## src/rtl/clksrc_pkg.sv

```systemverilog
package clksrc_pkg;
  localparam int N_IN   = 3;
  localparam int DIV_W  = 5;
  localparam int DATA_W = 8;
  localparam int ADDR_W = 3;
  localparam int SEL_W  = $clog2(N_IN + 1);
  localparam int OFF_BIT = DATA_W - 1;

  typedef enum logic [ADDR_W-1:0] {
    RA_SEL  = 3'd0,
    RA_STAT = 3'd1,
    RA_DIV0 = 3'd2
  } reg_addr_e;
endpackage

```

## src/rtl/clksrc_div.sv

```systemverilog
module clksrc_div #(
  parameter int DIV_W = 5
) (
  input  logic             clk,
  input  logic             rst_n,
  input  logic             tick,
  input  logic [DIV_W-1:0] div_val,
  output logic             pulse
);
  logic [DIV_W-1:0] cnt_q;
  logic [DIV_W-1:0] act_q;
  logic             at_term;

  assign at_term = (cnt_q == act_q);
  assign pulse   = tick && at_term;

  always_ff @(posedge clk) begin
    if (!rst_n) begin
      cnt_q <= '0;
      act_q <= '0;
    end else if (tick) begin
      if (at_term) begin
        cnt_q <= '0;
        act_q <= div_val;
      end else begin
        cnt_q <= cnt_q + 1'b1;
      end
    end
  end

  // the running count never passes the divisor in use
  p_cnt_in_range_r10: assert property (@(posedge clk) disable iff (!rst_n)
    cnt_q <= act_q);

  // the divisor in use only moves at a terminal count
  p_reload_at_term_r10: assert property (@(posedge clk) disable iff (!rst_n)
    !(tick && at_term) |=> $stable(act_q));
endmodule

```

## src/rtl/clksrc_regs.sv

```systemverilog
module clksrc_regs
  import clksrc_pkg::*;
#(
  parameter int N     = N_IN,
  parameter int DW    = DIV_W,
  parameter int SW    = SEL_W
) (
  input  logic                  clk,
  input  logic                  rst_n,
  input  logic                  wr_en,
  input  logic [ADDR_W-1:0]     wr_addr,
  input  logic [DATA_W-1:0]     wr_data,
  input  logic [ADDR_W-1:0]     rd_addr,
  input  logic [N-1:0]          status,
  output logic [DATA_W-1:0]     rd_data,
  output logic [SW-1:0]         sel,
  output logic [N-1:0][DW-1:0]  divs,
  output logic                  sel_taken
);
  localparam logic [SW-1:0] OFF_CODE = SW'(N);

  logic [SW-1:0]        sel_q;
  logic [N-1:0][DW-1:0] div_q;
  logic                 sel_hit;
  logic                 off_cmd;
  logic                 code_ok;

  assign sel_hit   = wr_en && (wr_addr == RA_SEL);
  assign off_cmd   = wr_data[OFF_BIT];
  assign code_ok   = (wr_data[SW-1:0] < OFF_CODE);
  assign sel_taken = sel_hit && (off_cmd || code_ok);

  always_ff @(posedge clk) begin
    if (!rst_n) begin
      sel_q <= OFF_CODE;
    end else if (sel_taken) begin
      sel_q <= off_cmd ? OFF_CODE : wr_data[SW-1:0];
    end
  end

  for (genvar i = 0; i < N; i++) begin : g_divreg
    always_ff @(posedge clk) begin
      if (!rst_n) begin
        div_q[i] <= '0;
      end else if (wr_en && (wr_addr == ADDR_W'(RA_DIV0 + i))) begin
        div_q[i] <= wr_data[DW-1:0];
      end
    end
  end

  always_comb begin
    rd_data = '0;
    if (rd_addr == RA_SEL) begin
      rd_data = DATA_W'(sel_q);
    end else if (rd_addr == RA_STAT) begin
      rd_data = DATA_W'(status);
    end else begin
      for (int i = 0; i < N; i++) begin
        if (rd_addr == ADDR_W'(RA_DIV0 + i)) rd_data = DATA_W'(div_q[i]);
      end
    end
  end

  assign sel  = sel_q;
  assign divs = div_q;

  // an out-of-range code without the off command leaves the select alone
  p_reject_code_r6: assert property (@(posedge clk) disable iff (!rst_n)
    (sel_hit && !off_cmd && !code_ok) |=> $stable(sel_q));

  // the off command always lands on the off code
  p_off_cmd_r7: assert property (@(posedge clk) disable iff (!rst_n)
    (sel_hit && off_cmd) |=> (sel_q == OFF_CODE));
endmodule

```

## src/rtl/clksrc_sel.sv

```systemverilog
module clksrc_sel
  import clksrc_pkg::*;
(
  input  logic              clk,
  input  logic              rst_n,
  input  logic [N_IN-1:0]   src_tick,
  input  logic              wr_en,
  input  logic [ADDR_W-1:0] wr_addr,
  input  logic [DATA_W-1:0] wr_data,
  input  logic [ADDR_W-1:0] rd_addr,
  output logic [DATA_W-1:0] rd_data,
  output logic              out_tick,
  output logic [N_IN-1:0]   running
);
  localparam logic [SEL_W-1:0] OFF_CODE = SEL_W'(N_IN);

  logic [SEL_W-1:0]            sel;
  logic [N_IN-1:0][DIV_W-1:0]  divs;
  logic                        sel_taken;
  logic [N_IN-1:0]             div_pulse;
  logic [N_IN-1:0]             pick;
  logic                        out_q;
  logic [N_IN-1:0]             run_q;

  clksrc_regs #(.N(N_IN), .DW(DIV_W), .SW(SEL_W)) u_regs (
    .clk      (clk),
    .rst_n    (rst_n),
    .wr_en    (wr_en),
    .wr_addr  (wr_addr),
    .wr_data  (wr_data),
    .rd_addr  (rd_addr),
    .status   (run_q),
    .rd_data  (rd_data),
    .sel      (sel),
    .divs     (divs),
    .sel_taken(sel_taken)
  );

  for (genvar i = 0; i < N_IN; i++) begin : g_in
    clksrc_div #(.DIV_W(DIV_W)) u_div (
      .clk    (clk),
      .rst_n  (rst_n),
      .tick   (src_tick[i]),
      .div_val(divs[i]),
      .pulse  (div_pulse[i])
    );
    assign pick[i] = div_pulse[i] && (sel == SEL_W'(i));
  end

  always_ff @(posedge clk) begin
    if (!rst_n) begin
      out_q <= 1'b0;
      run_q <= '0;
    end else begin
      out_q <= |pick;
      if (sel_taken) run_q <= '0;
      else           run_q <= run_q | pick;
    end
  end

  assign out_tick = out_q;
  assign running  = run_q;

  // the off code keeps the output quiet
  p_off_silent_r5: assert property (@(posedge clk) disable iff (!rst_n)
    (sel == OFF_CODE) |=> !out_tick);

  // at most one running flag
  p_run_onehot_r8: assert property (@(posedge clk) disable iff (!rst_n)
    $onehot0(running));

  // a set flag belongs to the selected input
  p_run_matches_sel_r8: assert property (@(posedge clk) disable iff (!rst_n)
    (running != '0) |-> (sel != OFF_CODE));

  // an accepted select write drops every flag
  p_switch_clears_r9: assert property (@(posedge clk) disable iff (!rst_n)
    sel_taken |=> (running == '0));

  // output ticks last one cycle unless the source ticks back to back
  p_out_needs_tick_r11: assert property (@(posedge clk) disable iff (!rst_n)
    (src_tick == '0) |=> !out_tick);
endmodule

```

## config.mk

```make
export PLATFORM = sky130hd
export DESIGN_NAME = clksrc_sel
export DESIGN_NICKNAME = d
export VERILOG_FILES = /design/src/rtl/clksrc_pkg.sv /design/src/rtl/clksrc_div.sv /design/src/rtl/clksrc_regs.sv /design/src/rtl/clksrc_sel.sv
export SDC_FILE = /design/constraint.sdc
export NUM_CORES = 1
export LEC_CHECK = 0
export BUFFER_PORTS_ARGS = -buffer_cell sky130_fd_sc_hd__buf_4
export CORE_MARGIN = 2
export CORE_UTILIZATION = 50
export CTS_BUF_LIST = sky130_fd_sc_hd__clkbuf_8 sky130_fd_sc_hd__clkbuf_16
export DETAILED_ROUTE_END_ITERATION = 10
export HOLD_SLACK_MARGIN = 0.08
export PLACE_DENSITY_LB_ADDON = 0.1
export REMOVE_ABC_BUFFERS = 1
export SYNTH_ARGS = -nofsm -noshare
export SYNTH_HDL_FRONTEND = slang
export SYNTH_HIERARCHICAL = 1
export SYNTH_SLANG_ARGS = --single-unit
```

## constraint.sdc

```tcl
create_clock -name clk -period 2.34 [get_ports clk]
set_input_delay 0.234 -clock clk [delete_from_list [all_inputs] [get_ports clk]]
set_output_delay 0.234 -clock clk [all_outputs]
set_load 0.01 [all_outputs]
```

Word level (Yosys, flattened, before mapping)
Index checks and enable logic that the tools add are counted.
W data, S select, Z words.
{"block": "word_totals", "ff_bits": 51, "output_inout_bits": 12, "wordCells": 59}
{"block": "op_classes", "n_addsub": 3, "n_lt_le_gt_ge": 1, "eq_ne": 12, "mux": 9, "n_bitwise": 2, "reduce_logical": 20}
{"operator": "$mux W5", "count": 6}
{"operator": "$mux W8", "count": 2}
{"operator": "$add A5 B1 Y5 const B", "count": 3}
{"operator": "$eq A5 B5 Y1", "count": 3}
{"operator": "$eq A3 B2 Y1 const B", "count": 4}
{"operator": "$logic_and A1 B1 Y1", "count": 11}
{"operator": "$eq A3 B3 Y1 const B", "count": 2}
{"operator": "$logic_not A3 Y1", "count": 2}
{"operator": "$reduce_and A2 Y1", "count": 3}
{"operator": "$eq A3 B1 Y1 const B", "count": 1}
{"operator": "$or A3 B3 Y3", "count": 1}
{"operator": "$reduce_or A3 Y1", "count": 1}
{"operator": "$eq A2 B1 Y1 const B", "count": 1}
{"operator": "$eq A2 B2 Y1 const B", "count": 1}
{"operator": "$logic_not A2 Y1", "count": 1}
{"operator": "$lt A2 B2 Y1 const B", "count": 1}
{"operator": "$mux W2", "count": 1}
{"operator": "$reduce_or A2 Y1", "count": 1}
{"operator": "$logic_or A1 B1 Y1", "count": 1}
{"operator": "$not A1 Y1", "count": 1}

Depth between registers and ports, before layout
Gate-level depths: netlist of the first run.
{"block": "logic_depth", "word_depth": 6, "depth_mapped": 7, "ltp_nobuf": 6}

By module
The synthesis of the first run kept the hierarchy.
{"module": "clksrc_div", "instances": 3, "cells_each": 48, "area_each_um2": 471.7, "seq_area_each_um2": 200.2}
{"module": "clksrc_regs", "instances": 1, "cells_each": 102, "area_each_um2": 877.1, "seq_area_each_um2": 340.3}
{"module": "clksrc_sel", "instances": 1, "cells_each": 17, "area_each_um2": 151.4, "seq_area_each_um2": 80.1}

Worst setup path after synthesis of the first run
No wires, ideal clock.
{"block": "synth_timing", "path_kind": "register to register", "startpoint": "register g_in[2].u_div.cnt_q[3]", "endpoint": "register out_q (netlist: out_tick)", "setup_ns": 0.058, "arrival_ns": 1.335, "required_ns": 2.282, "slack_ns": 0.947, "path_stages_with_launch": 7, "period_less_slack_ns": 1.393, "path_cell_list": "dfxtp_1 xor2_1 nor4_1 and3_2 buf_6 and3b_1 o21a_1"}
{"block": "synth_via", "elab_chain_cells": 4}
{"element": "start: declaration", "line_no": "clksrc_div.sv:10", "source": "logic [DIV_W-1:0] cnt_q;"}
{"element": "start signal: assignment", "line_no": "clksrc_div.sv:26", "source": "cnt_q <= cnt_q + 1'b1;"}
{"element": "$eq A5 B5 Y1", "line_no": "clksrc_div.sv:14", "source": "assign at_term = (cnt_q == act_q);"}
{"element": "$logic_and A1 B1 Y1", "line_no": "clksrc_div.sv:15", "source": "assign pulse = tick && at_term;"}
{"element": "net div_pulse[2]", "line_no": "clksrc_sel.sv:20", "source": "logic [N_IN-1:0] div_pulse;"}
{"element": "$logic_and A1 B1 Y1", "line_no": "clksrc_sel.sv:47", "source": "assign pick[i] = div_pulse[i] && (sel == SEL_W'(i));"}
{"element": "$reduce_or A3 Y1", "line_no": "clksrc_sel.sv:55", "source": "out_q <= |pick;"}
{"element": "end signal: assignment", "line_no": "clksrc_sel.sv:55"}
{"element": "end: declaration", "line_no": "clksrc_sel.sv:22", "source": "logic out_q;"}
The timed path passes the listed nets, and every way through them passes these cells.
A chain may end at the register's enable or synchronous reset.

Final worst setup path of the first run
{"block": "layout_timing", "startpoint": "register g_in[1].u_div.cnt_q[3]", "endpoint": "register out_q (netlist: out_tick)"}
{"block": "layout_via", "elab_chain_cells": 4}
{"element": "start: declaration", "line_no": "clksrc_div.sv:10"}
{"element": "start signal: assignment", "line_no": "clksrc_div.sv:26"}
{"element": "$eq A5 B5 Y1", "line_no": "clksrc_div.sv:14"}
{"element": "$logic_and A1 B1 Y1", "line_no": "clksrc_div.sv:15"}
{"element": "net div_pulse[1]", "line_no": "clksrc_sel.sv:20"}
{"element": "$logic_and A1 B1 Y1", "line_no": "clksrc_sel.sv:47"}
{"element": "$reduce_or A3 Y1", "line_no": "clksrc_sel.sv:55"}
The timed path passes the listed nets, and every way through them passes these cells.

==> flow_summary.yaml, run 1 <==
outcome:
  run_status: "finished, final reports clean"
clock_network:
  cts_root_buffer: "clkbuf_8"
  cts_made_buffers: 5
  insertion_delay_ps: 300
  clk_pin_slew_ps: 90
  htree_levels: 2
  cts_tree: "done"
  clkSinkCount: 51
  cts_hold_buf: 0
  cts_buffer_depth: 2
  cts_repair_resize_count: 0
  cts_setup_buffers: 0
yosys:
  yosys_warnings: 6
  ys_top_cells_by_area: "dfxtp_1, mux2i_1, xor2_1"
  syn_area_per_cell_um2: 9.29
  netlist_area_um2: 2440
  synthCells: 263
  synth_commonest_cells: "dfxtp_1, nand2_1, mux2i_1, xor2_1"
  ys_seq_elements: 51
  yosysSeqAreaShare_pct: 41.8
  synth_most_common_cell: "dfxtp_1"
  synth_top_area_share_pct: 41.8
  synth_edf_count: 0
  ys_types: 34
  synth_area_leader_cell: "dfxtp_1"
  ys.flop_type: "dfxtp_1"
  synthArstFlopShare_pct: 0
timing:
  tightest_slew_ps: 619
  fin_ws_ps: 732
  grt_setup_unrepaired: "false"
  hold_viol: 0
  slew_headroom_pct: 58.8
  timing.final.crit_share_pct: 68.7
  fmax_mhz: 622
  post-route-min-period_ps: 1610
  slew_viol_final: 0
  setup_viol_count_final: 0
  fin_skew_ps: 5.80
  setup_tns_ps: 0
global_route:
  grt_overflow: 0
  globalRouteTotalUtil_pct: 18.0
  grt_pass1_wl_um: 7580
  grt_start_max_net_pins: 70
  grt_antenna_before_repair: 0
  grt_pass1_vias: 1638
floorplan:
  core.rowCount: 25
  fp.dieArea_um2: 5460
  initial_utilization_pct: 51.7
  ios: 32
  core_area_um2: 4720
  die_w_um: 73.9
  dieHeight_um: 73.9
final_layout:
  drive_gt1_share_pct: 13.4
  seq_area_um2: 1020
  syn2layout_area_growth_pct: 11.5
  fillers: 440
  post_layout_nonfiller_instances: 350
  nNetsFinal: 306
  diodes: 0
  multiInputGateArea_um2: 1320
power_and_ir_drop:
  vdd_drop_max_uv: 407
  p_leak_uw: 0.00112
  power.density_nw_per_um2: 583
critical_path:
  crit_path_end_kind: "flip-flop"
  startpoint_type: "flip-flop"
  path_class: "reg2reg"
  required_ps: 2580
  worstRegToRegCells: 6
  critPathMaxFanout: 12
  arrival_ps: 1850
routing:
  routed_wirelength_um: 4530
  ant_nets: 0
  firstDrtPassIters: 4
  wl_per_cell_um: 12.9
  vias_per_cell: 5.15
  dr.first_iter.drc_count: 96
  num_vias: 1801
  drc: 0
min_path:
  hp-class: "in2reg"
  min_path_cells: 3
placed_design:
  dpl.hpwl_um: 3100
  placedCellCount: 343
  portBuffers: 26
  post-place-ws_ps: 760
  globalplace.congestion: 0.741
run:
  max-cap-violations: 0
[layout make-up]
class / count / area share (%)
Tap cell: 67 / 3.08
Clock buffer: 6 / 3.03
Multi-Input combinational cell: 195 / 48.5
Inverter: 4 / 0.551
Sequential cell: 51 / 37.5
Clock inverter: 1 / 0.184
Timing Repair Buffer: 26 / 7.17
[placed cells by master, fill, tap and decap left out, types with 2 or more instances in the layout]
cell type,count
dfxtp_1,51
nand2_1,40
mux2i_1,31
buf_4,26
xor2_1,21
nor3b_1,16
o21ai_0,16
nand3_1,10
clkbuf_8,6
xnor2_1,6
nand4_1,6
nor2_1,5
nor2b_1,5
nand2b_1,4
inv_1,4
a31oi_1,4
o21a_1,3
nor4_1,3
and3_2,3
ha_1,3
conb_1,3
and3b_1,2
nand3b_1,2
nor3_1,2
a21oi_1,2
o21ai_1,2
[kinds of logic after synthesis]
kind of cell               count (synthesis)  synth area share [%]
and+or+nand+nor                          103                  23.4
DFF                                       51                  41.8
muxes                                     31                  12.7
AOI/OAI and AO/OA                         28                  6.30
xor gates and xnor gates                  27                  9.68
buffers and inverters                     19                  4.45
adders and majority gates                  3                  1.54
other                                      1                 0.153
[layer usage]
metal / track usage [%] / up-vias / part of all wire, %
met5: 0 / - / 0
met4: 7.88 / 0 / 1.7
met3: 4.39 / 6 / 3.4
met2: 27.9 / 28 / 43
met1: 24.0 / 824 / 52
li1: - / 943 / -
[where the power goes]
| group | switching [µW] | total, µW | internal, µW |
|---|---|---|---|
| registers | 15.7 | 899 | 883 |
| logic | 98.8 | 179 | 80.4 |
| clock network | 276 | 509 | 233 |
| total | 391 | 1590 | 1200 |
[state kept, by name, indices dropped and copies added (netlist names)]
signal	cells
g_in.u_div/act_q	15
out_tick	1
u_regs/divs	15
running	3
g_in.u_div/cnt_q	15
u_regs/sel	2
[worst paths after layout]
path,slack (ps),end,from
worst max-delay path,730,out_tick$_SDFF_PN0_,g_in[1].u_div/cnt_q[3]$_SDFFE_PN0P_
worst max register to register,730,out_tick$_SDFF_PN0_,g_in[1].u_div/cnt_q[3]$_SDFFE_PN0P_
worst min register to register,470,g_in[2].u_div/act_q[4]$_SDFFE_PN0P_,g_in[2].u_div/act_q[4]$_SDFFE_PN0P_
worst min-delay path,200,u_regs/divs[12]$_SDFFE_PN0P_,wr_data[2]
[critical path: stages, from the launching register on]
cell     delay, ps
dfxtp_1        350
xor2_1         170
nor4_1         250
and3_2         430
mux2i_1        130
nor2_1         110
o21a_1         110
[through the flow]
step	utilization [%]	hold WS (ps)	instance area, µm²	power, µW
2_1_floorplan	-	314	2360	1020
3_3_place_gp	55.8	458	2640	1100
3_5_place_dp	55.8	458	2640	1100
4_1_cts	57.7	194	2720	1610
5_1_grt	57.7	209	2720	1660
6_report	57.7	203	2720	1590
Note: power is estimated with default switching activity, not from simulation.
==> run 2, diff against run 1 <==
==> constraint.sdc (replaced) <==
create_clock -name clk -period 1.56 [get_ports clk]
set_input_delay 0.156 -clock clk [delete_from_list [all_inputs] [get_ports clk]]
set_output_delay 0.156 -clock clk [all_outputs]
set_load 0.01 [all_outputs]
==> run 2 against run 1 <==
Net effect:
- non-clock buffer count rose by 17
- via count rose by 4.8%
- sequential power grew 50%
- first-iteration DRC count grew 13%
- clock-buffer cell count is 1 lower
- critical endpoint is now g_in[2].u_div/act_q[4]$_SDFFE_PN0P_
- utilization is 3.1 points higher
- final cell count grew 5.1%
- total power rose by 53%
- setup slack worse by 650 ps
==> flow_summary.yaml, run 2 (synthesized netlist as in run 1, its figures left out) <==
power_and_ir_drop:
  p_int_uw: 1800
  combPwrFrac_pct: 13.6
  vdd_drop_max_uv: 460
  clkPwrFrac_pct: 30.7
  sw_frac_of_total_pct: 25.5
  total_power_uw: 2420
  power.density_nw_per_um2: 844
  p_leak_uw: 0.00121
  p_seq_share_pct: 55.7
  p_switching_uw: 618
floorplan:
  ios: 32
  core_area_um2: 4720
  core.rowCount: 25
  initial_utilization_pct: 51.7
  fp.dieArea_um2: 5460
  dieHeight_um: 73.9
  die_w_um: 73.9
routing:
  m1WireLength_um: 2270
  wl_per_cell_um: 12.9
  vias_per_cell: 5.13
  firstDrtPassIters: 5
  drc: 0
  highest_layer: "met4"
  dr.first_iter.drc_count: 108
  dr_wl_met3_um: 191
  num_vias: 1888
  ant_nets: 0
  dr_wl_met2_um: 2210
  routed_wirelength_um: 4730
timing:
  fmax_mhz: 679
  slew_viol_final: 0
  hold_viol: 0
  setup_tns_ps: 0
  whs_ps: 124
  timing.final.crit_share_pct: 94.4
  post-route-min-period_ps: 1470
  fin_skew_ps: 8.51
  setup_viol_count_final: 0
  grt_setup_unrepaired: "false"
global_route:
  grt_pass1_vias: 1815
  grt_start_max_net_pins: 37
  grt_pass1_wl_um: 7980
  globalRouteTotalUtil_pct: 19.0
  grt_antenna_before_repair: 0
  grt_overflow: 0
final_layout:
  layout_commonest_cell: "dfxtp_1"
  diodes: 0
  syn2layout_area_growth_pct: 17.4
  final_cell_mix: "dfxtp_1, buf_4, nand2_1, mux2i_1, xor2_1"
  post_layout_nonfiller_instances: 368
  nNetsFinal: 323
  postLayoutCellArea_um2: 2870
  fillers: 437
  drive_gt1_share_pct: 18.3
critical_path:
  path_cells: "xor2_1, nor4_1, and3_4, buf_4, mux2i_1"
  slowest_delay_ps: 350
  crit_path_end_kind: "flip-flop"
  path_class: "reg2reg"
  critPathMaxFanout: 5
  arrival_ps: 1700
  crit_path_top_delay_cell: "dfxtp_1"
  crit_buf_inv: 1
  critPathTopFamily: "simple AND/OR/NAND/NOR gates"
  required_ps: 1780
  startpoint_type: "flip-flop"
run:
  max-cap-violations: 0
clock_network:
  cts_root_buffer: "clkbuf_8"
  insertion_delay_ps: 300
  cts_buffer_depth: 2
  clkSinkCount: 51
  htree_levels: 2
  cts_hold_buf: 0
  clk_pin_slew_ps: 90
  cts_tree: "done"
  cts_made_buffers: 5
min_path:
  hp-class: "in2reg"
placed_design:
  globalplace.congestion: 0.780
  portBuffers: 26
  placedCellCount: 357
  dpl.hpwl_um: 3420
  dpl_cell_area_um2: 2750
outcome:
  run_status: "finished, final reports clean"
-- run 2: metal layers --
layer	vias to the layer above	global-route usage, %
met3	5	3.70
li1	982	-
met2	32	31.2
met5	-	0
met4	0	7.27
met1	869	24.6
-- run 2: power by group through the flow --
stage / Sequential (µW) / Combinational (µW) / Clock [µW]
2_1_floorplan: 1370 / 150 / 0
3_3_place_gp: 1380 / 310 / 0
3_5_place_dp: 1380 / 313 / 0
4_1_cts: 1350 / 314 / 772
5_1_grt: 1350 / 360 / 811
6_report: 1350 / 330 / 744
-- run 2: cell type report --
cell class	instances	area [µm²]	area share [%]
multi-input combinational	195	1330	46.3
timing repair buffer	43	335	11.7
clock buffer	5	68.8	2.40
tap	67	83.8	2.92
clock inverter	3	16.3	0.567
sequential	51	1020	35.6
inverter	4	15.0	0.523
-- run 2: repair_timing --
action	CTS	global route
endpoints found under the setup margin	0	6
gates resized for setup	0	2
setup buffers	0	3
-- run 2: worst register-to-register path, delay by kind of cell (launching register included) --
family	cells	cell delay, ps
flip-flops	1	350
multiplexers	1	180
buffers and inverters	1	130
XOR/XNOR	1	170
AND/OR/NAND/NOR	2	560
-- run 2: path summary, 6_finish.rpt --
path,startpoint,to,slack (ps),cells after the start
max,g_in[2].u_div/cnt_q[3]$_SDFFE_PN0P_,g_in[2].u_div/act_q[4]$_SDFFE_PN0P_,90,5
min,wr_data[4],u_regs/divs[14]$_SDFFE_PN0P_,120,3
max reg2reg,g_in[2].u_div/cnt_q[3]$_SDFFE_PN0P_,g_in[2].u_div/act_q[4]$_SDFFE_PN0P_,90,5
min reg2reg,g_in[1].u_div/act_q[4]$_SDFFE_PN0P_,g_in[1].u_div/act_q[4]$_SDFFE_PN0P_,470,2
-- run 2: through the flow --
stage	setup WS, ps	utilization, %
3_3_place_gp	131	58.3
5_1_grt	3.97	60.7
4_1_cts	42.4	60.1
2_1_floorplan	165	-
3_5_place_dp	81.7	58.3
6_report	86.9	60.7
